$ cat config.mk
export PLATFORM = sky130hd
export DESIGN_NAME = sdram_refresh_seq
export DESIGN_NICKNAME = d
export VERILOG_FILES = /design/src/rtl/sdram_ref_pkg.sv /design/src/rtl/ref_interval_timer.sv /design/src/rtl/ref_wait_cnt.sv /design/src/rtl/sdram_refresh_seq.sv
export SDC_FILE = /design/constraint.sdc
export NUM_CORES = 1
export LEC_CHECK = 0
export CAP_MARGIN = 10
export CORE_MARGIN = 2
export CORE_UTILIZATION = 50
export DETAILED_ROUTE_END_ITERATION = 8
export PLACE_DENSITY = 0.76
export RECOVER_POWER = 25
export SETUP_SLACK_MARGIN = 0.05
export SYNTH_ARGS = -nofsm -noshare
export SYNTH_HDL_FRONTEND = slang
export SYNTH_SLANG_ARGS = --single-unit
$ cat constraint.sdc
create_clock -name clk -period 4.81 [get_ports clk]
set_input_delay 0.962 -clock clk [delete_from_list [all_inputs] [get_ports clk]]
set_output_delay 0.962 -clock clk [all_outputs]
set_load 0.005 [all_outputs]
$ cat src/rtl/sdram_ref_pkg.sv
package sdram_ref_pkg;

  typedef enum logic [3:0] {
    S_IDLE, S_PRE, S_TRP, S_REF, S_TRC, S_SRE, S_SELF, S_SRX, S_XWAIT
  } seq_state_t;

  typedef struct packed {
    logic cs_n;
    logic ras_n;
    logic cas_n;
    logic we_n;
    logic cke;
  } sd_cmd_t;

  localparam sd_cmd_t CMD_DESEL = 5'b1_1111;

  function automatic sd_cmd_t cmd_for(seq_state_t s);
    sd_cmd_t c;
    c = CMD_DESEL;
    case (s)
      S_PRE:  c = 5'b0_0101;  // precharge all
      S_REF:  c = 5'b0_0011;  // auto refresh
      S_SRE:  c = 5'b0_0010;  // refresh with clock enable low
      S_SELF: c = 5'b1_1110;  // deselect, clock enable held low
      S_SRX:  c = 5'b0_1111;  // nop with clock enable raised
      default: c = CMD_DESEL;
    endcase
    return c;
  endfunction

endpackage

$ cat src/rtl/ref_interval_timer.sv
module ref_interval_timer #(
  parameter int IW = 16
) (
  input  logic          clk,
  input  logic          rst,
  input  logic          en,
  input  logic [IW-1:0] reload_val,
  output logic          tick
);
  logic [IW-1:0] cnt;

  always_ff @(posedge clk) begin
    if (rst) begin
      cnt <= reload_val;
    end else if (en) begin
      if (cnt == '0) cnt <= reload_val;
      else           cnt <= cnt - 1'b1;
    end
  end

  assign tick = en && (cnt == '0);
endmodule

$ cat src/rtl/ref_wait_cnt.sv
module ref_wait_cnt #(
  parameter int W = 4
) (
  input  logic         clk,
  input  logic         rst,
  input  logic         load,
  input  logic [W-1:0] val,
  output logic         done
);
  logic [W-1:0] cnt;

  always_ff @(posedge clk) begin
    if (rst)              cnt <= '0;
    else if (load)        cnt <= val;
    else if (cnt != '0)   cnt <= cnt - 1'b1;
  end

  assign done = (cnt == '0);
endmodule

$ cat src/rtl/sdram_refresh_seq.sv
module sdram_refresh_seq
  import sdram_ref_pkg::*;
#(
  parameter int IW      = 16,
  parameter int TW      = 4,
  parameter int TRP_CYC = 2,
  parameter int NCS     = 2
) (
  input  logic           clk,
  input  logic           rst,
  input  logic [IW-1:0]  cfg_interval,
  input  logic [TW-1:0]  cfg_trc,
  input  logic           cfg_self,
  input  logic           acc_req,
  input  logic           acc_busy,
  output logic           acc_grant,
  output logic [NCS-1:0] sd_cs_n,
  output logic           sd_ras_n,
  output logic           sd_cas_n,
  output logic           sd_we_n,
  output logic           sd_cke
);
  localparam int TPW = (TRP_CYC > 1) ? $clog2(TRP_CYC) : 1;
  localparam int WW  = (TW > TPW) ? TW : TPW;
  localparam int SW  = 8;

  seq_state_t st, st_nxt;
  logic       sr_path, ref_pend, pend_nxt, tick, in_sr;
  logic       wait_done, wait_load;
  logic [WW-1:0] wait_val;
  logic [TW-1:0] trc_m1;
  sd_cmd_t    cmd_q;
  logic       grant_q;

  assign in_sr  = (st == S_SRE) || (st == S_SELF);
  assign trc_m1 = (cfg_trc == '0) ? '0 : cfg_trc - 1'b1;

  ref_interval_timer #(.IW(IW)) u_timer (
    .clk(clk), .rst(rst), .en(!in_sr), .reload_val(cfg_interval), .tick(tick)
  );

  always_comb begin
    st_nxt = st;
    case (st)
      S_IDLE:  if (!acc_busy && (cfg_self || ref_pend || tick)) st_nxt = S_PRE;
      S_PRE:   st_nxt = S_TRP;
      S_TRP:   if (wait_done) st_nxt = sr_path ? S_SRE : S_REF;
      S_REF:   st_nxt = S_TRC;
      S_TRC:   if (wait_done) st_nxt = S_IDLE;
      S_SRE:   st_nxt = S_SELF;
      S_SELF:  if (!cfg_self) st_nxt = S_SRX;
      S_SRX:   st_nxt = S_XWAIT;
      S_XWAIT: if (wait_done) st_nxt = S_IDLE;
      default: st_nxt = S_IDLE;
    endcase
  end

  assign wait_load = (st_nxt != st) &&
                     (st_nxt == S_TRP || st_nxt == S_TRC || st_nxt == S_XWAIT);
  assign wait_val  = (st_nxt == S_TRP) ? WW'(TRP_CYC - 1) : WW'(trc_m1);

  ref_wait_cnt #(.W(WW)) u_wait (
    .clk(clk), .rst(rst), .load(wait_load), .val(wait_val), .done(wait_done)
  );

  always_comb begin
    if (tick)
      pend_nxt = 1'b1;
    else if ((st_nxt != st) && (st_nxt == S_REF || st_nxt == S_SRE))
      pend_nxt = 1'b0;
    else
      pend_nxt = ref_pend;
  end

  always_ff @(posedge clk) begin
    if (rst) begin
      st       <= S_IDLE;
      sr_path  <= 1'b0;
      ref_pend <= 1'b0;
      cmd_q    <= CMD_DESEL;
      grant_q  <= 1'b0;
    end else begin
      st       <= st_nxt;
      ref_pend <= pend_nxt;
      if (st == S_IDLE && st_nxt == S_PRE) sr_path <= cfg_self;
      cmd_q    <= cmd_for(st_nxt);
      grant_q  <= (st_nxt == S_IDLE) && acc_req && !pend_nxt && !cfg_self;
    end
  end

  assign sd_cs_n   = {NCS{cmd_q.cs_n}};
  assign sd_ras_n  = cmd_q.ras_n;
  assign sd_cas_n  = cmd_q.cas_n;
  assign sd_we_n   = cmd_q.we_n;
  assign sd_cke    = cmd_q.cke;
  assign acc_grant = grant_q;

  // ---------------- assertions ----------------
  logic          pre_cmd, ref_like;
  logic [SW-1:0] since_pre, since_ref;
  logic [TW-1:0] trc_at_ref;
  logic          ref_seen;

  assign pre_cmd  = (sd_cs_n == '0) && !sd_ras_n && sd_cas_n && !sd_we_n;
  assign ref_like = (sd_cs_n == '0) && !sd_ras_n && !sd_cas_n && sd_we_n;

  always_ff @(posedge clk) begin
    if (rst) begin
      since_pre  <= '1;
      since_ref  <= '1;
      trc_at_ref <= '0;
      ref_seen   <= 1'b0;
    end else begin
      since_pre <= pre_cmd ? SW'(1) : ((since_pre == '1) ? since_pre : since_pre + 1'b1);
      if (ref_like && sd_cke) begin
        since_ref  <= SW'(1);
        trc_at_ref <= cfg_trc;
        ref_seen   <= 1'b1;
      end else if (since_ref != '1) begin
        since_ref <= since_ref + 1'b1;
      end
    end
  end

  assert_pre_after_idle_R1: assert property (@(posedge clk) disable iff (rst)
    pre_cmd |-> !$past(acc_busy));

  assert_grant_not_in_cmd_R1: assert property (@(posedge clk) disable iff (rst)
    acc_grant |-> (sd_cs_n == '1));

  assert_both_cs_R2: assert property (@(posedge clk) disable iff (rst)
    !sd_ras_n |-> (sd_cs_n == '0));

  assert_trp_gap_R3: assert property (@(posedge clk) disable iff (rst)
    ref_like |-> (since_pre == SW'(TRP_CYC + 1)));

  assert_trc_gap_R4: assert property (@(posedge clk) disable iff (rst)
    (acc_grant && ref_seen) |-> ((since_ref > SW'(trc_at_ref)) && (since_ref >= SW'(2))));

  assert_exit_nop_R7: assert property (@(posedge clk) disable iff (rst)
    $rose(sd_cke) |-> ((sd_cs_n == '0) && sd_ras_n && sd_cas_n && sd_we_n));

  assert_quiet_in_self_R8: assert property (@(posedge clk) disable iff (rst)
    !sd_cke |-> (!acc_grant && !(ref_like && $past(!sd_cke))));

endmodule

==> impl_metrics.py <==
metrics = {
    "run_status": {
        "outcome": "completed",
    },
    "grt": {
        "grt_remaining_overflow": 0,
        "grt_max_degree": 31,
        "grt_pass1_vias": 1465,
        "grt_pass1_wl_um": 6560,
        "grt_usage": 0.202,
        "antenna_found_initial": 0,
    },
    "clock_tree": {
        "cts_buffers": 5,
        "cts_resized": 0,
        "cts_buffer_depth": 2,
        "root_buffer": "clkbuf_8",
        "cts_tree": "yes",
        "cts_setup_buffers": 0,
        "clock_latency_ns": 0.29,
        "hold_buffers": 0,
        "clkSlewWorstSetupHoldPaths_ns": 0.06,
        "htreeDepth": 2,
        "cts_num_sinks": 32,
    },
    "synth": {
        "synth-seq-area-share": 0.436,
        "synth_area_leaders": "edfxtp_1 (26%), dfxtp_1 (17%), xnor2_1 (5.2%)",
        "syn_inst": 202,
        "synth.avg_cell_area_um2": 9.09,
        "synth_edf_count": 16,
        "synthesis.area_mm2": 0.00184,
        "async_reset_ff_frac": 0,
        "synth_top_cell_area_share": 0.262,
        "yosysTopAreaCell": "edfxtp_1",
        "synth-main-ff-cell": "edfxtp_1",
        "ys_seq_elements": 32,
        "ys_warn_count": 0,
        "synth_nets": 231,
        "synth_cell_types": 43,
    },
    "routing": {
        "drt-total-wl_um": 3780,
        "firstDrtPassIters": 4,
        "route.detailed.drc": 0,
        "postRouteAntennaNets": 0,
        "vias_per_cell": 5.36,
        "first_iter_violations": 102,
        "via_count": 1496,
        "wl_per_cell_um": 13.5,
    },
    "cells_and_area": {
        "drive_above_1_share": 0.0476,
        "fin_cells": 279,
        "layout-area-overhead-vs-synth_pct": 22.1,
        "nFillCells": 319,
        "num-nets-final": 259,
        "multiInputGateArea_um2": 960,
        "n_antenna_cell": 0,
        "register_area_um2": 801,
    },
    "setup_path": {
        "start_kind": "input port",
        "required_ns": 4.62,
        "crit_chain": "dlygate4sd3_1, or4_1, a311oi_1, nand3_1",
        "slowest_delay_ns": 0.73,
        "cp_slowest_cell": "dlygate4sd3_1",
        "path_max_fanout": 16,
        "arrival_ns": 3.30,
        "cp-end-kind": "flip-flop",
        "critical_path_class": "in -> reg",
    },
    "floorplanning": {
        "rows": 22,
        "start_util": 0.509,
        "io_pins": 32,
        "die_x_um": 64.6,
        "coreArea_mm2": 0.00361,
        "die-area_mm2": 0.00417,
        "die_h_um": 64.6,
    },
    "timing": {
        "hold_viol": 0,
        "maxSlewHeadroom": 0.481,
        "fin_crit_ns": 3.48,
        "report.final.setup_viol": 0,
        "setup_tns_ns": 0,
        "rsz0062_at_grt": "no",
        "drv_slew": 0,
        "worst-slew-pin-transition_ns": 0.776,
        "max_freq_ghz": 0.287,
        "final.setup_skew_ns": 0.00673,
        "finalCritPeriodShare": 0.724,
    },
    "power": {
        "power_density_mw_per_mm2": 355,
        "peakVddDrop_mv": 0.254,
        "p_leak_nw": 0.801,
    },
    "worst_hold_path": {
        "min_path_type": "reg -> reg",
    },
    "placed_design": {
        "io_buffers": 31,
        "routabilityCongestion": 0.851,
        "dpl.hpwl_um": 2720,
        "dp_cells": 271,
    },
    "job": {
        "maxCapViolations": 0,
    },
}
-- logic make-up after synthesis --
| family | count (synthesis) | synth area share |
|---|---|---|
| muxes | 1 | 0.00545 |
| buffers and inverters | 18 | 0.0409 |
| xor gates and xnor gates | 16 | 0.0763 |
| adders and majority gates | 4 | 0.0273 |
| DFF | 32 | 0.436 |
| and+or+nand+nor | 89 | 0.272 |
| AOI/OAI and AO/OA | 42 | 0.142 |
-- cells in the final DEF (no fill, tap or decap), types with 7 or more instances in the layout --
| master | n |
|---|---|
| nand2_1 | 23 |
| clkdlybuf4s50_1 | 22 |
| nor2_1 | 19 |
| o21ai_0 | 18 |
| dfxtp_1 | 16 |
| edfxtp_1 | 16 |
| xnor2_1 | 11 |
| a21oi_1 | 10 |
| dlygate4sd3_1 | 9 |
| inv_1 | 8 |
| nor3_1 | 7 |
-- worst max-delay path, delay by kind of cell --
family                 cells  cell delay (ns)
AOI/OAI and AO/OA          1             0.39
and+or+nand+nor            2             1.21
buffers and inverters      1             0.73
-- power breakdown --
group	switching, mW	leakage, nW	internal [mW]
combinational	0.122	0.456	0.116
clock	0.0933	0.0399	0.100
sequential	0.0393	0.305	0.325
total	0.254	0.801	0.541
-- path summary, 6_finish.rpt --
kind | from | endpoint | slack, ns | cells past startpoint
min reg2reg | ref_pend$_SDFF_PP0_ | ref_pend$_SDFF_PP0_ | 0.53 | 2
max | rst | u_timer.cnt[1]$_DFFE_PP_ | 1.33 | 4
max reg2reg | u_wait.cnt[0]$_SDFFE_PP0P_ | u_timer.cnt[1]$_DFFE_PP_ | 1.85 | 7
min | ref_pend$_SDFF_PP0_ | ref_pend$_SDFF_PP0_ | 0.53 | 2
-- Yosys cell counts, drive strengths merged (4+ instances only) --
master   n
nor2    19
a21oi   10
nand2   23
dfxtp   16
ha       4
o21ai   18
nand3    5
nor4     5
xnor2   11
inv      8
edfxtp  16
nor3b    4
nand2b   4
nor3     7
xor2     5
clkbuf   6
buf      4
-- layer usage --
metal / GRT usage / share of wire
met4: 0.0851 / 0.022
met3: 0.0451 / 0.040
met1: 0.265 / 0.47
met5: 0 / 0
met2: 0.322 / 0.46
-- sequential cells by signal, summed over array words and instances (netlist names) --
register / flops
u_timer.cnt: 16
st: 4
u_wait.cnt: 4
acc_grant: 1
ref_pend: 1
sd_cas_n: 1
sd_cke: 1
sd_cs_n: 1
sd_ras_n: 1
sd_we_n: 1
sr_path: 1
-- metrics by stage --
step           setup WS [ns]  hold WS [ns]  area, µm²  utilization  power, mW
2_1_floorplan           2.13         0.467       1840            -      0.536
3_3_place_gp            1.11         0.503       2160        0.599      0.597
3_5_place_dp            1.05         0.512       2160        0.599      0.605
4_1_cts                 1.33         0.528       2240        0.621      0.802
5_1_grt                 1.18         0.592       2240        0.621      0.847
6_report                1.33         0.531       2240        0.621      0.795
-- area by class of cell --
| class | count | area share |
|---|---|---|
| multi-input cells | 152 | 0.428 |
| flip-flops and latches | 32 | 0.357 |
| repair buffers | 31 | 0.138 |
| clock buffers | 7 | 0.0341 |
| well taps | 48 | 0.0268 |
| inverters | 8 | 0.0134 |
| clock inverters | 1 | 0.00168 |
Power figures use the tool's default switching activity.
